`config.mk`:
```
export PLATFORM = sky130hd
export DESIGN_NAME = tagged_addsub_unit
export DESIGN_NICKNAME = d
export VERILOG_FILES = /design/src/rtl/tagged_addsub_unit.sv
export SDC_FILE = /design/constraint.sdc
export NUM_CORES = 1
export LEC_CHECK = 0
export ABC_CLOCK_PERIOD_IN_PS = 3870
export BUFFER_PORTS_ARGS = -buffer_cell sky130_fd_sc_hd__clkbuf_2
export CORE_MARGIN = 1.5
export CORE_UTILIZATION = 30
export DETAILED_ROUTE_END_ITERATION = 10
export PLACE_DENSITY = 0.57
export SLEW_MARGIN = 20
export SYNTH_ARGS = -nofsm -noshare
export SYNTH_HDL_FRONTEND = slang
export SYNTH_SLANG_ARGS = --single-unit
```
`constraint.sdc`:
```
create_clock -name clk -period 3.87 [get_ports clk]
set_clock_uncertainty 0.1 [all_clocks]
set_input_delay 0.1935 -clock clk [delete_from_list [all_inputs] [get_ports clk]]
set_output_delay 0.1935 -clock clk [all_outputs]
set_load 0.03 [all_outputs]
```
`src/rtl/tagged_addsub_unit.sv`:
```
`timescale 1ns/1ps
module tagged_addsub_unit #(
  parameter int WIDTH = 32,
  parameter int IMM_W = 13,
  parameter int TAG_W = 2
) (
  input  logic             clk,
  input  logic             rst_n,
  input  logic             op_valid,
  input  logic             sub_sel,
  input  logic             tag_mode,
  input  logic             trap_mode,
  input  logic             flags_en,
  input  logic             use_imm,
  input  logic [WIDTH-1:0] opa,
  input  logic [WIDTH-1:0] opb,
  input  logic [IMM_W-1:0] imm,
  output logic [WIDTH-1:0] result,
  output logic             flag_n,
  output logic             flag_z,
  output logic             flag_v,
  output logic             flag_c,
  output logic             trap_req
);
  localparam int MSB = WIDTH - 1;

  logic [WIDTH-1:0] b_ext;
  logic [WIDTH-1:0] b_in;
  logic [WIDTH:0]   sum;
  logic [WIDTH-1:0] res_next;
  logic             sgn_ovf;
  logic             tag_bad;
  logic             v_next;
  logic             c_next;
  logic             trap_now;
  logic             commit;

  assign b_ext    = use_imm ? {{(WIDTH-IMM_W){imm[IMM_W-1]}}, imm} : opb;
  assign b_in     = sub_sel ? ~b_ext : b_ext;
  assign sum      = {1'b0, opa} + {1'b0, b_in} + {{WIDTH{1'b0}}, sub_sel};
  assign res_next = sum[MSB:0];
  assign sgn_ovf  = (opa[MSB] == b_in[MSB]) && (res_next[MSB] != opa[MSB]);
  assign tag_bad  = tag_mode && ((|opa[TAG_W-1:0]) || (|b_ext[TAG_W-1:0]));
  assign v_next   = sgn_ovf || tag_bad;
  assign c_next   = sub_sel ? ~sum[WIDTH] : sum[WIDTH];
  assign trap_now = op_valid && tag_mode && trap_mode && v_next;
  assign commit   = op_valid && !trap_now;

  always_ff @(posedge clk) begin
    if (!rst_n) begin
      result   <= '0;
      flag_n   <= 1'b0;
      flag_z   <= 1'b0;
      flag_v   <= 1'b0;
      flag_c   <= 1'b0;
      trap_req <= 1'b0;
    end else begin
      trap_req <= trap_now;
      if (commit) begin
        result <= res_next;
        if (flags_en) begin
          flag_n <= res_next[MSB];
          flag_z <= ~|res_next;
          flag_v <= v_next;
          flag_c <= c_next;
        end
      end
    end
  end

  a_r1_reset_clear: assert property (@(posedge clk)
    !rst_n |=> (result == '0) && !trap_req && !flag_n && !flag_z && !flag_v && !flag_c);

  a_r5_nz_track: assert property (@(posedge clk) disable iff (!rst_n)
    (op_valid && flags_en && !trap_now) |=> (flag_n == result[MSB]) && (flag_z == (result == '0)));

  a_r8_tag_sets_v: assert property (@(posedge clk) disable iff (!rst_n)
    (op_valid && tag_mode && flags_en && (|opa[TAG_W-1:0])) |=> (flag_v || trap_req));

  a_r9_flags_hold: assert property (@(posedge clk) disable iff (!rst_n)
    !(op_valid && flags_en) |=> $stable({flag_n, flag_z, flag_v, flag_c}));

  a_r10_trap_no_commit: assert property (@(posedge clk) disable iff (!rst_n)
    trap_req |-> $stable(result) && $stable({flag_n, flag_z, flag_v, flag_c}));

  a_r11_idle_hold: assert property (@(posedge clk) disable iff (!rst_n)
    !op_valid |=> !trap_req && $stable(result));
endmodule

```
**Yosys cells after proc, flatten, opt, wreduce, memory -nomap -nowiden**

Index checks and enable logic that the tools add are counted.

- Output and inout bits: 37
- Logic and storage cells: 29
- Bits of input ports: 85
- Flip-flop bits (word level): 37

- Multiplexer cells: 3
- Bitwise gates (word level): 2
- $add $sub $neg: 2
- Reduce and logical (&&, ||, !) cells: 14
- Equal/unequal tests: 2

Operators with widths:

| operator | count |
|---|---|
| $mux W32 | 2 |
| $add A32 B32 Y33 | 1 |
| $add A33 B1 Y33 | 1 |
| $not A32 Y32 | 1 |
| $reduce_or A32 Y1 | 1 |
| $logic_and A1 B1 Y1 | 6 |
| $reduce_or A2 Y1 | 2 |
| $logic_not A1 Y1 | 2 |
| $logic_or A1 B1 Y1 | 2 |
| $reduce_and A2 Y1 | 1 |
| $eq A1 B1 Y1 | 1 |
| $mux W1 | 1 |
| $ne A1 B1 Y1 | 1 |
| $not A1 Y1 | 1 |

**Logic depth before layout (Yosys ltp)**

- Depth in word-level cells: 12
- Depth in mapped cells: 18

**Worst setup path after synthesis**

Ideal clock, no wire load.

- Path kind: input to register
- Start: input port sub_sel
- End: register flag_z
- Arrival time: 3.631 ns
- Buffers on the path: 3
- Stages on the path: 15
- Setup slack: 0.080 ns
- Library setup time: 0.059 ns
- Data required time: 3.711 ns
- Path through: clkbuf_1 buf_1 xnor2_1 ha_1 clkbuf_1 nand4_1 or3_1 nor3_1 a21oi_1 a32oi_1 xor2_1 nor2_1 or4bb_1 nor4_1 a31o_1

- Longest elaborated chain between the ends: 10
- Elaborated cells between the ends (all ways): 13

RTL lines:

| item | line | RTL |
|---|---|---|
| from (decl) | 10 | `input logic sub_sel,` |
| $mux W32 | 39 | `assign b_in = sub_sel ? ~b_ext : b_ext;` |
| $add A32 B32 Y33 | 40 | `assign sum = {1'b0, opa} + {1'b0, b_in} + {{WIDTH{1'b0}}, sub_sel};` |
| $add A33 B1 Y33 | 40 |  |
| $ne A1 B1 Y1 | 42 | `assign sgn_ovf = (opa[MSB] == b_in[MSB]) && (res_next[MSB] != opa[MSB]);` |
| $logic_and A1 B1 Y1 | 42 |  |
| $logic_or A1 B1 Y1 | 44 | `assign v_next = sgn_ovf \|\| tag_bad;` |
| $logic_and A1 B1 Y1 | 46 | `assign trap_now = op_valid && tag_mode && trap_mode && v_next;` |
| $logic_not A1 Y1 | 47 | `assign commit = op_valid && !trap_now;` |
| $logic_and A1 B1 Y1 | 47 |  |
| $reduce_and A2 Y1 (no line) | -- |  |
| to (signal assigned) | 63 | `flag_z <= ~\|res_next;` |
| to (decl) | 20 | `output logic flag_z,` |

Several ways; a longest one is shown, not always the timed one.
A chain may end at the register's enable or synchronous reset.

**Worst setup path after layout**

- Start: input port use_imm
- End: register flag_z

- Longest elaborated chain between the ends: 12
- Elaborated cells between the ends (all ways): 18

RTL lines:

| item | line | RTL |
|---|---|---|
| from (decl) | 14 | `input logic use_imm,` |
| $mux W32 * | 38 | `assign b_ext = use_imm ? {{(WIDTH-IMM_W){imm[IMM_W-1]}}, imm} : opb;` |
| $not A32 Y32 | 39 |  |
| $mux W32 | 39 |  |
| $add A32 B32 Y33 | 40 |  |
| $add A33 B1 Y33 | 40 |  |
| $ne A1 B1 Y1 | 42 |  |
| $logic_and A1 B1 Y1 | 42 |  |
| $logic_or A1 B1 Y1 | 44 |  |
| $logic_and A1 B1 Y1 | 46 |  |
| $logic_not A1 Y1 | 47 |  |
| $logic_and A1 B1 Y1 | 47 |  |
| $reduce_and A2 Y1 (no line) | -- |  |

Every way passes the cells marked *; elsewhere a longest branch is shown, timed or not.

==> out/results.ini <==
[run_status]
status = finished clean

[die]
die_h_um = 121
die_w_um = 121
initial_core_util = 0.311
dieArea_um2 = 14600
io_pins = 122
design.core.area_um2 = 13400
fp-row-count = 42

[sta]
max_slew_margin = 0.582
min_period_ns = 3.69
hold_violations = 0
drv_slew = 0
fin_crit_sh = 0.952
worstMarginPinSlew_ns = 0.627
max_freq_mhz = 271
grt_setup_unrepaired = yes
setup_violations = 0

[worst_setup_path]
crit_path_top_delay_cell = or4bb_1
cp-end-kind = flip-flop
r2r_cells = 2
worstReg2RegEnd = flag_v$_SDFFE_PN0P_
r2r_setup_slack_ns = 3.07
cp_max_fo = 4
path_cells = clkbuf_2 -> buf_4 -> mux2i_4 -> xnor2_1 -> inv_1 -> fa_1 -> nor2b_2 -> o2111ai_2 -> and3_1 -> o211ai_1 -> o31a_1 -> a21oi_1 -> xnor2_1 -> or4bb_1 -> nor4_2 -> a31o_1
cp.arrival_ns = 3.80
start_kind = input port
crit_end = flag_z$_SDFFE_PN0P_
crit_start = use_imm
criticalPathCategory = in -> reg
crit_top_cell = xnor2_1
rr_startpoint = flag_v$_SDFFE_PN0P_
worst-endpoint-required_ns = 3.99
cpPeakStageDelay_ns = 0.55

[clock_network]
path_clk_slew_ns = 0.05
clk_path_buf_depth = 2
cts_sinks = 37
htree_num_levels = 2
root_buffer = clkbuf_16
numCtsBuffers = 5
cts_tree = done
clkLatencyLatePin_ns = 0.27
ctsHoldBuffers = 0

[yosys]
yosysMostFrequentCell = a21oi_1
synth_edf_count = 0
synthFlopType = dfxtp_1
postSynthCellCount = 528
ys_top_cells_by_count = a21oi_1 (53), xnor2_1 (49), mux2i_1 (42)
synth_top_cell_area_share = 0.178
ys_ff_latch = 37
synth_sequential_area_ratio = 0.178
avgSynthCellArea_um2 = 7.89
synth_area_um2 = 4170
yosysTopAreaCell = dfxtp_1
synth_cell_type_count = 67
yosysWarnings = 0
synthTopCellsByArea = dfxtp_1 (18%), xnor2_1 (10%), mux2i_1 (10%), ha_1 (9.3%), a21oi_1 (6.4%)
syn-num-nets = 645
ys_async_sr_fraction = 0

[final_layout]
layout.nets = 786
instances_no_fill = 846
syn_to_final_growth_pct = 30.7
fillers = 1416
final_cell_area_um2 = 5440
drive_above_1_share = 0.294
diodes = 0

[placement]
placed_cells = 837
routabilityCongestion = 0.868
dpl_cell_area_um2 = 5200
port_buffers = 121
post-dp-hpwl_um = 11100

[pwr]
p_switching_uw = 923
seqPwrFrac = 0.213
p_leak_uw = 0.00250
internal-power_uw = 1300
peakVddDrop_mv = 0.171
clkPwrFrac = 0.212
combPwrFrac = 0.575
power_density_nw_per_um2 = 408
swShare = 0.416

[routing]
dr_total_vias = 4273
antenna_left = 0
drt_iter0_drc = 193
route.detailed.drc = 0
route.final.wire_length_um = 13000
first_pass_iters = 4
viasPerCell = 5.05
wl_per_cell_um = 15.4

[grt]
grt_max_degree = 39
grt_overflow_total = 0
grt.total_usage = 0.180
grt_pass1_wl_um = 21300
grt_pass1_vias = 4168
antenna_found_initial = 0

[job]
cap_violations = 0

[hold_path]
hp-class = in -> reg
min_from = op_valid

power by group through the flow:
| stage | clock, uW | sequential (uW) | combinational (uW) |
|---|---|---|---|
| floorplan | 0 | 575 | 749 |
| global placement | 0 | 480 | 1240 |
| detailed placement | 0 | 480 | 1250 |
| CTS | 485 | 473 | 1260 |
| global route | 508 | 479 | 1410 |
| finish | 472 | 473 | 1280 |
critical path: cells and delay by family:
family / cells / cell delay, ns
AOI/OAI and AO/OA: 5 / 0.93
xor gates and xnor gates: 2 / 0.34
adders and majority gates: 1 / 0.45
buffers and inverters: 3 / 0.45
muxes: 1 / 0.25
and+or+nand+nor: 4 / 1.17
cells by family (layout without fill, tap and decap cells):
group | count (synthesis) | in the layout | share of synthesized area
AO/OA/AOI/OAI | 141 | 141 | 0.232
buffers and inverters | 46 | 188 | 0.0471
XOR/XNOR | 57 | 57 | 0.120
multiplexers | 45 | 45 | 0.112
adder cells (fa/ha/maj) | 32 | 32 | 0.0979
flip-flops | 37 | 37 | 0.178
AND/OR/NAND/NOR | 170 | 170 | 0.213
metal layers:
metal / track usage / routed length [um]
met4: 0.0243 / 89
met2: 0.308 / 6170
met3: 0.0179 / 446
met1: 0.251 / 6340
met5: 0 / 0
registers in the layout, summed over array words and instances (netlist names):
register / cells
flag_c: 1
flag_n: 1
flag_v: 1
flag_z: 1
result: 32
trap_req: 1
per-stage QoR:
step | TNS (ns) | utilization | power (uW) | setup slack, ns | hold slack (ns)
after floorplan | 0 | - | 1320 | 0.0799 | 0.212
after global placement | -0.203 | 0.388 | 1720 | -0.203 | 0.345
after detailed placement | -1.14 | 0.388 | 1730 | -0.309 | 0.341
after CTS | 0 | 0.401 | 2220 | 0.00364 | 0.0526
after global routing | -0.0495 | 0.406 | 2390 | -0.0449 | 0.0860
final | 0 | 0.406 | 2220 | 0.184 | 0.0597
area by class of cell:
type                    instances  area [um2]  area share
multi-input cells             445        3290       0.604
repair buffers                169         978       0.180
flip-flops and latches         37         741       0.136
well taps                     176         220      0.0405
clock buffers                   7         143      0.0262
inverters                      11        41.3     0.00758
clock inverters                 1        30.0     0.00552
worst min path at each step:
stage | endpoint | slack [ns] | depth (start not counted)
after floorplan | trap_req$_SDFF_PN0_ | 0.21 | 2
after global placement | trap_req$_SDFF_PN0_ | 0.34 | 3
after detailed placement | trap_req$_SDFF_PN0_ | 0.34 | 3
after CTS | trap_req$_SDFF_PN0_ | 0.05 | 3
after global routing | trap_req$_SDFF_PN0_ | 0.09 | 3
final | trap_req$_SDFF_PN0_ | 0.06 | 3
cell usage in the layout (no fill, tap or decap), drive strengths merged, types with 4 or more instances in the layout:
master     n
nand4      9
xnor2     49
nand2     39
mux2i     44
o211ai     5
a21o      10
nor2      27
o21ai     21
nor3      12
a21oi     54
a41oi      5
nor2b     28
o2111ai    4
buf       48
dfxtp     37
nand2b     9
and3       5
a21boi     4
clkbuf   128
ha        31
and2       5
o21a       8
inv       11
xor2       8
o21bai     5
a31oi      4
o211a      5
nand3     19
timing repair:
item | 4_1_cts | 5_1_grt
pin swaps | 0 | 2
endpoints found under the hold margin | 0 | 0
cloned | 0 | 0
setup endpoints to repair | 1 | 8
gates resized for setup | 1 | 10
setup buffers | 0 | 1
No activity file was read; power rests on OpenSTA's default activity.
